File: src/rtl/sadd_pkg.sv
package sadd_pkg;

    typedef enum logic {
        CTRL_MEALY = 1'b0,
        CTRL_MOORE = 1'b1
    } ctrl_style_e;

    typedef enum logic [1:0] {
        SEQ_IDLE = 2'b00,
        SEQ_RUN  = 2'b01,
        SEQ_DONE = 2'b10
    } seq_state_e;

    // two-state controller: carry only
    typedef enum logic {
        CY_CLR = 1'b0,
        CY_SET = 1'b1
    } mealy_st_e;

    // four-state controller: bit 1 = carry, bit 0 = pending sum bit
    typedef enum logic [1:0] {
        MO_C0S0 = 2'b00,
        MO_C0S1 = 2'b01,
        MO_C1S0 = 2'b10,
        MO_C1S1 = 2'b11
    } moore_st_e;

    typedef struct packed {
        logic a;
        logic b;
    } bit_pair_t;

    function automatic logic fa_sum(input logic a, input logic b, input logic c);
        return a ^ b ^ c;
    endfunction

    function automatic logic fa_carry(input logic a, input logic b, input logic c);
        return (a & b) | (a & c) | (b & c);
    endfunction

endpackage

File: src/rtl/sadd_opnd_sreg.sv
module sadd_opnd_sreg #(
    parameter int WIDTH = 8
) (
    input  logic             clk,
    input  logic             rst,
    input  logic             load,
    input  logic [WIDTH-1:0] load_val,
    input  logic             shift,
    output logic             lsb
);
    logic [WIDTH-1:0] q;

    always_ff @(posedge clk) begin
        if (rst) begin
            q <= '0;
        end else if (load) begin
            q <= load_val;
        end else if (shift) begin
            q <= {1'b0, q[WIDTH-1:1]};
        end
    end

    assign lsb = q[0];
endmodule

File: src/rtl/sadd_sum_sreg.sv
module sadd_sum_sreg #(
    parameter int WIDTH = 8
) (
    input  logic             clk,
    input  logic             rst,
    input  logic             clr,
    input  logic             shift,
    input  logic             din,
    output logic [WIDTH-1:0] q
);
    always_ff @(posedge clk) begin
        if (rst || clr) begin
            q <= '0;
        end else if (shift) begin
            q <= {din, q[WIDTH-1:1]};
        end
    end
endmodule

File: src/rtl/sadd_carry_ctrl.sv
module sadd_carry_ctrl
    import sadd_pkg::*;
#(
    parameter ctrl_style_e STYLE = CTRL_MEALY
) (
    input  logic      clk,
    input  logic      rst,
    input  logic      clr,
    input  logic      adv,
    input  bit_pair_t pair,
    output logic      s,
    output logic      carry
);
    generate
        if (STYLE == CTRL_MOORE) begin : g_moore
            moore_st_e st;

            always_ff @(posedge clk) begin
                if (rst || clr) begin
                    st <= MO_C0S0;
                end else if (adv) begin
                    st <= moore_st_e'({fa_carry(pair.a, pair.b, st[1]),
                                       fa_sum(pair.a, pair.b, st[1])});
                end
            end

            assign s     = st[0];
            assign carry = st[1];


            moore_delay_chk: assert property (@(posedge clk) disable iff (rst)
                adv |=> (s == $past(fa_sum(pair.a, pair.b, carry))));
        end else begin : g_mealy
            mealy_st_e st;

            always_ff @(posedge clk) begin
                if (rst || clr) begin
                    st <= CY_CLR;
                end else if (adv) begin
                    st <= mealy_st_e'(fa_carry(pair.a, pair.b, st == CY_SET));
                end
            end

            assign carry = (st == CY_SET);
            assign s     = fa_sum(pair.a, pair.b, carry);
        end
    endgenerate


    carry_clear_chk: assert property (@(posedge clk) disable iff (rst)
        clr |=> !carry);


    carry_hold_chk: assert property (@(posedge clk) disable iff (rst)
        (!adv && !clr) |=> $stable(carry));
endmodule

File: src/rtl/sadd_seq.sv
module sadd_seq
    import sadd_pkg::*;
#(
    parameter int OPS   = 8,
    parameter int DELAY = 0
) (
    input  logic clk,
    input  logic rst,
    input  logic load,
    input  logic start,
    output logic ld_acc,
    output logic clr,
    output logic adv,
    output logic cap,
    output logic busy,
    output logic done
);
    localparam int RUN_LEN = OPS + DELAY;
    localparam int CW      = $clog2(RUN_LEN + 1);

    seq_state_e    st;
    logic [CW-1:0] cnt;
    logic          st_acc;
    logic          last;

    assign busy   = (st == SEQ_RUN);
    assign done   = (st == SEQ_DONE);
    assign ld_acc = load && !busy;
    assign st_acc = start && !busy;
    assign clr    = st_acc && !ld_acc;
    assign last   = (cnt == CW'(RUN_LEN - 1));
    assign adv    = busy && (cnt < CW'(OPS));

    generate
        if (DELAY == 0) begin : g_nodelay
            assign cap = adv;
        end else begin : g_delay
            assign cap = busy && (cnt != '0);
        end
    endgenerate

    always_ff @(posedge clk) begin
        if (rst) begin
            st  <= SEQ_IDLE;
            cnt <= '0;
        end else if (ld_acc) begin
            st  <= SEQ_IDLE;
            cnt <= '0;
        end else if (st_acc) begin
            st  <= SEQ_RUN;
            cnt <= '0;
        end else if (busy) begin
            if (last) begin
                st <= SEQ_DONE;
            end else begin
                cnt <= cnt + 1'b1;
            end
        end
    end


    start_ignored_chk: assert property (@(posedge clk) disable iff (rst)
        (busy && start && !last) |=> (busy && cnt == $past(cnt) + 1'b1));


    load_ignored_chk: assert property (@(posedge clk) disable iff (rst)
        (busy && load && !last) |=> busy);


    done_hold_chk: assert property (@(posedge clk) disable iff (rst)
        (done && !load && !start) |=> done);


    run_bound_chk: assert property (@(posedge clk) disable iff (rst)
        busy |-> (cnt < CW'(RUN_LEN)));
endmodule

File: src/rtl/serial_adder_top.sv
module serial_adder_top
    import sadd_pkg::*;
#(
    parameter int          WIDTH = 8,
    parameter ctrl_style_e STYLE = CTRL_MEALY
) (
    input  logic             clk,
    input  logic             rst,
    input  logic             load_en,
    input  logic [WIDTH-1:0] opnd_a,
    input  logic [WIDTH-1:0] opnd_b,
    input  logic             start,
    output logic             done,
    output logic [WIDTH-1:0] sum_out,
    output logic             carry_out
);
    localparam int DELAY = (STYLE == CTRL_MOORE) ? 1 : 0;

    logic      ld_acc, clr, adv, cap, busy;
    logic      sbit, carry;
    bit_pair_t pair;

    sadd_seq #(.OPS(WIDTH), .DELAY(DELAY)) u_seq (
        .clk(clk), .rst(rst), .load(load_en), .start(start),
        .ld_acc(ld_acc), .clr(clr), .adv(adv), .cap(cap),
        .busy(busy), .done(done)
    );

    sadd_opnd_sreg #(.WIDTH(WIDTH)) u_opa (
        .clk(clk), .rst(rst), .load(ld_acc), .load_val(opnd_a),
        .shift(adv), .lsb(pair.a)
    );

    sadd_opnd_sreg #(.WIDTH(WIDTH)) u_opb (
        .clk(clk), .rst(rst), .load(ld_acc), .load_val(opnd_b),
        .shift(adv), .lsb(pair.b)
    );

    sadd_carry_ctrl #(.STYLE(STYLE)) u_ctrl (
        .clk(clk), .rst(rst), .clr(clr), .adv(adv), .pair(pair),
        .s(sbit), .carry(carry)
    );

    sadd_sum_sreg #(.WIDTH(WIDTH)) u_sum (
        .clk(clk), .rst(rst), .clr(ld_acc), .shift(cap), .din(sbit),
        .q(sum_out)
    );

    assign carry_out = done & carry;


    sum_hold_chk: assert property (@(posedge clk) disable iff (rst)
        (done && !load_en && !start) |=> ($stable(sum_out) && $stable(carry_out)));


    load_clear_chk: assert property (@(posedge clk) disable iff (rst)
        (load_en && !busy) |=> (sum_out == '0 && !done));


    carry_gate_chk: assert property (@(posedge clk) disable iff (rst)
        !done |-> !carry_out);
endmodule

File: config.mk
export PLATFORM = sky130hd
export DESIGN_NAME = serial_adder_top
export DESIGN_NICKNAME = d
export VERILOG_FILES = /design/src/rtl/sadd_pkg.sv /design/src/rtl/sadd_opnd_sreg.sv /design/src/rtl/sadd_sum_sreg.sv /design/src/rtl/sadd_carry_ctrl.sv /design/src/rtl/sadd_seq.sv /design/src/rtl/serial_adder_top.sv
export SDC_FILE = /design/constraint.sdc
export NUM_CORES = 1
export LEC_CHECK = 0
export BUFFER_PORTS_ARGS = -buffer_cell sky130_fd_sc_hd__buf_2
export CORE_MARGIN = 2
export CORE_UTILIZATION = 49
export DETAILED_ROUTE_END_ITERATION = 10
export MAX_ROUTING_LAYER = met4
export PLACE_DENSITY = 0.78
export SYNTH_ARGS = -nofsm -noshare
export SYNTH_HDL_FRONTEND = slang
export SYNTH_HIERARCHICAL = 1
export SYNTH_SLANG_ARGS = --single-unit
File: constraint.sdc
create_clock -name clk -period 3.1 [get_ports clk]
set_input_delay 0.93 -clock clk [delete_from_list [all_inputs] [get_ports clk]]
set_output_delay 0.93 -clock clk [all_outputs]
set_load 0.005 [all_outputs]
---- Word-level counts from Yosys, hierarchy flattened ----
Index checks and enable logic that the tools add are counted.
cells by class
  equality and inequality tests ........... 3
  add/subtract/negate cells ............... 1
  mux-type cells .......................... 7
  magnitude comparators ................... 1
  reductions and logical operators ........ 16
  bitwise gates (word level) .............. 9
operators with widths
  kind                                           number
  two-way mux 8 bit                              4
  AND reduction 2 bit                            3
  nonzero test 2 bit                             3
  adder 4 x 1 -> 4 bit, second input constant    1
  bitwise AND 1 bit                              4
  == test 4 x 3 -> 1 bit, second input constant  1
  logical AND 1 bit                              4
  < comparator 4 bit, second input constant      1
  two-way mux 1 bit                              3
  OR reduction 3 bit                             1
  == test 2 x 1 -> 1 bit, second input constant  1
  == test 2 bit, second input constant           1
  logical NOT 1 bit                              2
  logical OR 1 bit                               2
  OR 1 bit                                       2
  OR reduction 2 bit                             1
  bitwise XOR 1 bit                              2
  NOT 1 bit                                      1
word-level totals
  flip-flop bits (word level) ............. 31
  output and inout bits ................... 10

---- Longest topological paths before layout ----
  word-level depth ........................ 6
  depth in mapped cells ................... 7

---- Hierarchy ----
Netlist, hierarchy kept.
by module, submodules not included
  module            cells each  instances  area an instance (µm²)
  sadd_opnd_sreg    35          2          369.1
  sadd_seq          38          1          330.3
  sadd_sum_sreg     27          1          295.3
  sadd_carry_ctrl   4           1          60.1
  serial_adder_top  1           1          6.3

---- Worst setup path before layout ----
Ideal clock, no wire load.
  path type ............................... input port to flip-flop
  start ................................... in load_en
  end ..................................... reg u_opa.q[7]
  library setup time ...................... 0.070 ns
  stages on the path ...................... 3
  arrival ................................. 1.683 ns
  buffers on the path ..................... 0
  slack ................................... 1.347 ns
  data required time ...................... 3.030 ns
  cells stage by stage .................... and2_1 or3b_1 a21oi_1
on the way
  longest elaborated chain between the ends .. 2
  elaborated cells on any way between the ends .. 3
  those cells by class .................... mux (1); reduce/logical (2)
ends and longest elaborated chain
  element                                                         RTL line               RTL
  start: declaration                                              serial_adder_top.sv:9  input logic load_en,
  logical AND 1 bit (*)                                           sadd_seq.sv:28         assign ld_acc = load && !busy;
  two-way mux 8 bit / nonzero test 2 bit (equally long branches)  n/a
  end signal: assignment                                          sadd_opnd_sreg.sv:17   q <= load_val;
  end signal: assignment                                          sadd_opnd_sreg.sv:19   q <= {1'b0, q[WIDTH-1:1]};
  end: declaration                                                sadd_opnd_sreg.sv:11   logic [WIDTH-1:0] q;
Mark *: on every way between the ends. The rest lies on a longest branch, timed or not.
A chain may end at the register's enable or synchronous reset.

---- Worst setup path in the final report ----
  start ................................... reg u_seq.st[1]
  end ..................................... out carry_out
on the way
  longest elaborated chain between the ends .. 2
ends and longest elaborated chain
  element                   RTL line                RTL
  start: declaration        sadd_seq.sv:21          seq_state_e st;
  start signal: assignment  sadd_seq.sv:44          st <= SEQ_IDLE;
  start signal: assignment  sadd_seq.sv:47          st <= SEQ_IDLE;
  start signal: assignment  sadd_seq.sv:50          st <= SEQ_RUN;
  == test 2 bit             sadd_seq.sv:27          assign done = (st == SEQ_DONE);
  bitwise AND 1 bit         serial_adder_top.sv:49  assign carry_out = done & carry;
  end: declaration          serial_adder_top.sv:15  output logic carry_out
Every way passes these cells.

==> metrics.cfg <==
[status]
outcome=finished, final reports clean

[timing]
skew_ns=0.0131
fmax_ghz=0.489
hold_viol=0
worstMarginPinSlew_ns=0.552
fin_crit_ns=2.05
finalCritPeriodShare=0.660
rsz0062_at_grt=false
worst_slack_ns=1.05
setup_viol=0
setup_tns_ns=0
final_max_slew_viol_count=0
slew_headroom=0.632

[clocking]
clk_path_buf_depth=2
clock-root-buffer=clkbuf_4
cts_tree=built
h-tree-depth=2
cts_resized=0
cts_hold_buf=0
clock_latency_ns=0.33
cts.sinks=31
postCtsSetupBuffers=0
path_clk_slew_ns=0.10
cts_buffers=5

[final_layout]
drive_gt1_frac=0.253
fin_area_sq_um=1630
synthToLayoutAreaGrowth_pct=14.0
n_fill_cell=246
nets=191
antennaDiodeCount=0

[yosys]
synth_top_family_by_area=simple AND/OR/NAND/NOR gates
ys_seq_elements=31
synthSimpleGateAreaFrac=0.185
synth-xor-area-share=0
syn_area_sq_um=1430
syn_nets=162
synth-async-reset-ratio=0
synth_edf_count=0
synthFlopType=dfxtp_1
yosys-top-cells-area=dfxtp_1 43%, mux2i_1 17%, a211oi_1 7.9%
muxShareOfSynthArea=0.168
syn_area_per_cell_sq_um=10.2
yosysTopAreaCellShare=0.434
synth_compound_area_frac=0.126
ys_warn_count=6
post_synth_num_cell_types=30
synth_fa_ha_area_frac=0.0227
synth_cells=140
synth_top_cell_by_area=dfxtp_1
synth_seq_area_share=0.434

[placement]
dp_hpwl_microns=1810
post_dp_cell_area_sq_um=1540
dpl_worst_slack_ns=0.949
io_buffers=29
gp_congestion=0.776

[route]
avgViaCountPerCell=5.32
drtPass1Iterations=4
first_iter_violations=47
vias=1069
detail-route-antenna-nets=0
post_drt_wl_per_cell_microns=12.5
wl_microns=2510
drc_errors=0

[worst_setup_path]
cp_slowest_cell=dfxtp_1
critPathBufInv=1
regToRegStartpoint=u_seq/st[1]
path_cells=nor2b_1 -> and2_1 -> buf_2
cp-start-kind=flop
worst-path-max-fanout=4
crit_family=flip-flops
cp.arrival_ns=1.12
cp.required_ns=2.17
end_kind=output port
timing_worst_setup_path_type=reg -> out
timing.critical_path.slowest_cell_delay_ns=0.38
crit_path_start=u_seq/st[1]

[die]
dieWidth_microns=58.0
start_util=0.519
ios=30
fp.dieH_microns=58.0
core_sq_um=2760
fp.dieArea_sq_um=3370
rows=19

[power_and_ir_drop]
p_leak_nw=0.666
power_density_nw_per_um2=522
irDropWorstVdd_v=0.000374

[worst_hold_path]
hold_class=reg -> reg
min_from=u_seq/cnt[1]

[global_route]
grt_use_total=0.165
antenna_found_initial=0
grt_pass1_wl_microns=4060
grt-ovfl-total=0
grt_pass1_vias=970
grt_max_degree=23

[flow_run]
cap_violations=0

## report_power, final
group | switching, mW | internal, mW | leakage (nW)
combinational | 0.0483 | 0.0438 | 0.364
sequential | 0.0112 | 0.418 | 0.254
clock | 0.139 | 0.191 | 0.0482
## cell families (layout without fill, tap and decap cells)
| kind of cell | after synthesis | after routing |
|---|---|---|
| compound gates | 26 | 26 |
| mux | 24 | 24 |
| flops | 31 | 31 |
| buf+inv | 11 | 41 |
| simple gates | 46 | 46 |
| fa+ha+maj | 2 | 2 |
## registers in the layout (all words and copies together) (netlist names)
name	flops
u_seq/st	2
u_opb/q	8
u_seq/cnt	4
u_opa/q	8
u_sum/q	8
u_ctrl/carry	1
## final timing paths
path,slack [ns],to,cells past startpoint
max,1.05,carry_out,3
min,0.51,u_seq/cnt[1],2
max reg2reg,1.15,u_opa/q[5],5
min reg2reg,0.51,u_seq/cnt[1],2
## tightest hold or removal path: stages, from the launching register on
cell,delay [ns]
dfxtp_1,0.33
o21ai_0,0.07
a21oi_1,0.06
## cells in the final DEF, fill, tap and decap left out, types with 2 or more instances in the layout
master	instances
dfxtp_1	31
buf_2	29
mux2i_1	24
nor2b_1	16
a211oi_1	15
nor2_1	11
a21oi_1	6
clkbuf_4	5
and2_1	3
nand2_1	3
inv_1	2
or3b_1	2
o21ai_0	2
## synthesized netlist by cell type, drive strengths merged (2+ instances only)
library cell    n
dfxtp          31
mux2i          24
nor2b          16
a211oi         15
nor2           12
a21oi           7
buf             6
and2            3
inv             3
nand2           3
clkdlybuf4s18   2
nor3            2
o21ai           2
or3b            2
## stage by stage
stage / util / std cells / hold WS, ns / power (mW)
2_1_floorplan: - / 140 / 0.464 / 0.512
3_3_place_gp: 0.560 / 193 / 0.471 / 0.526
3_5_place_dp: 0.560 / 193 / 0.489 / 0.531
4_1_cts: 0.591 / 201 / 0.507 / 0.860
5_1_grt: 0.591 / 201 / 0.541 / 0.890
6_report: 0.591 / 201 / 0.508 / 0.850
## per-layer routing
metal,part of all wire,track usage,wire [microns]
met1,0.45,0.185,1140
met2,0.48,0.263,1210
met3,0.051,0.0603,128
met4,0.014,0.0698,34
met5,0,-,0
## area by class of cell
cell class,count,area [sq um],share of cell area
inverters,3,11.3,0.00691
clock buffers,6,51.3,0.0315
well taps,31,38.8,0.0238
clock inverters,2,35.0,0.0215
repair buffers,30,153,0.0936
multi-input cells,98,721,0.442
flip-flops and latches,31,621,0.381
Power figures use the tool's default switching activity.
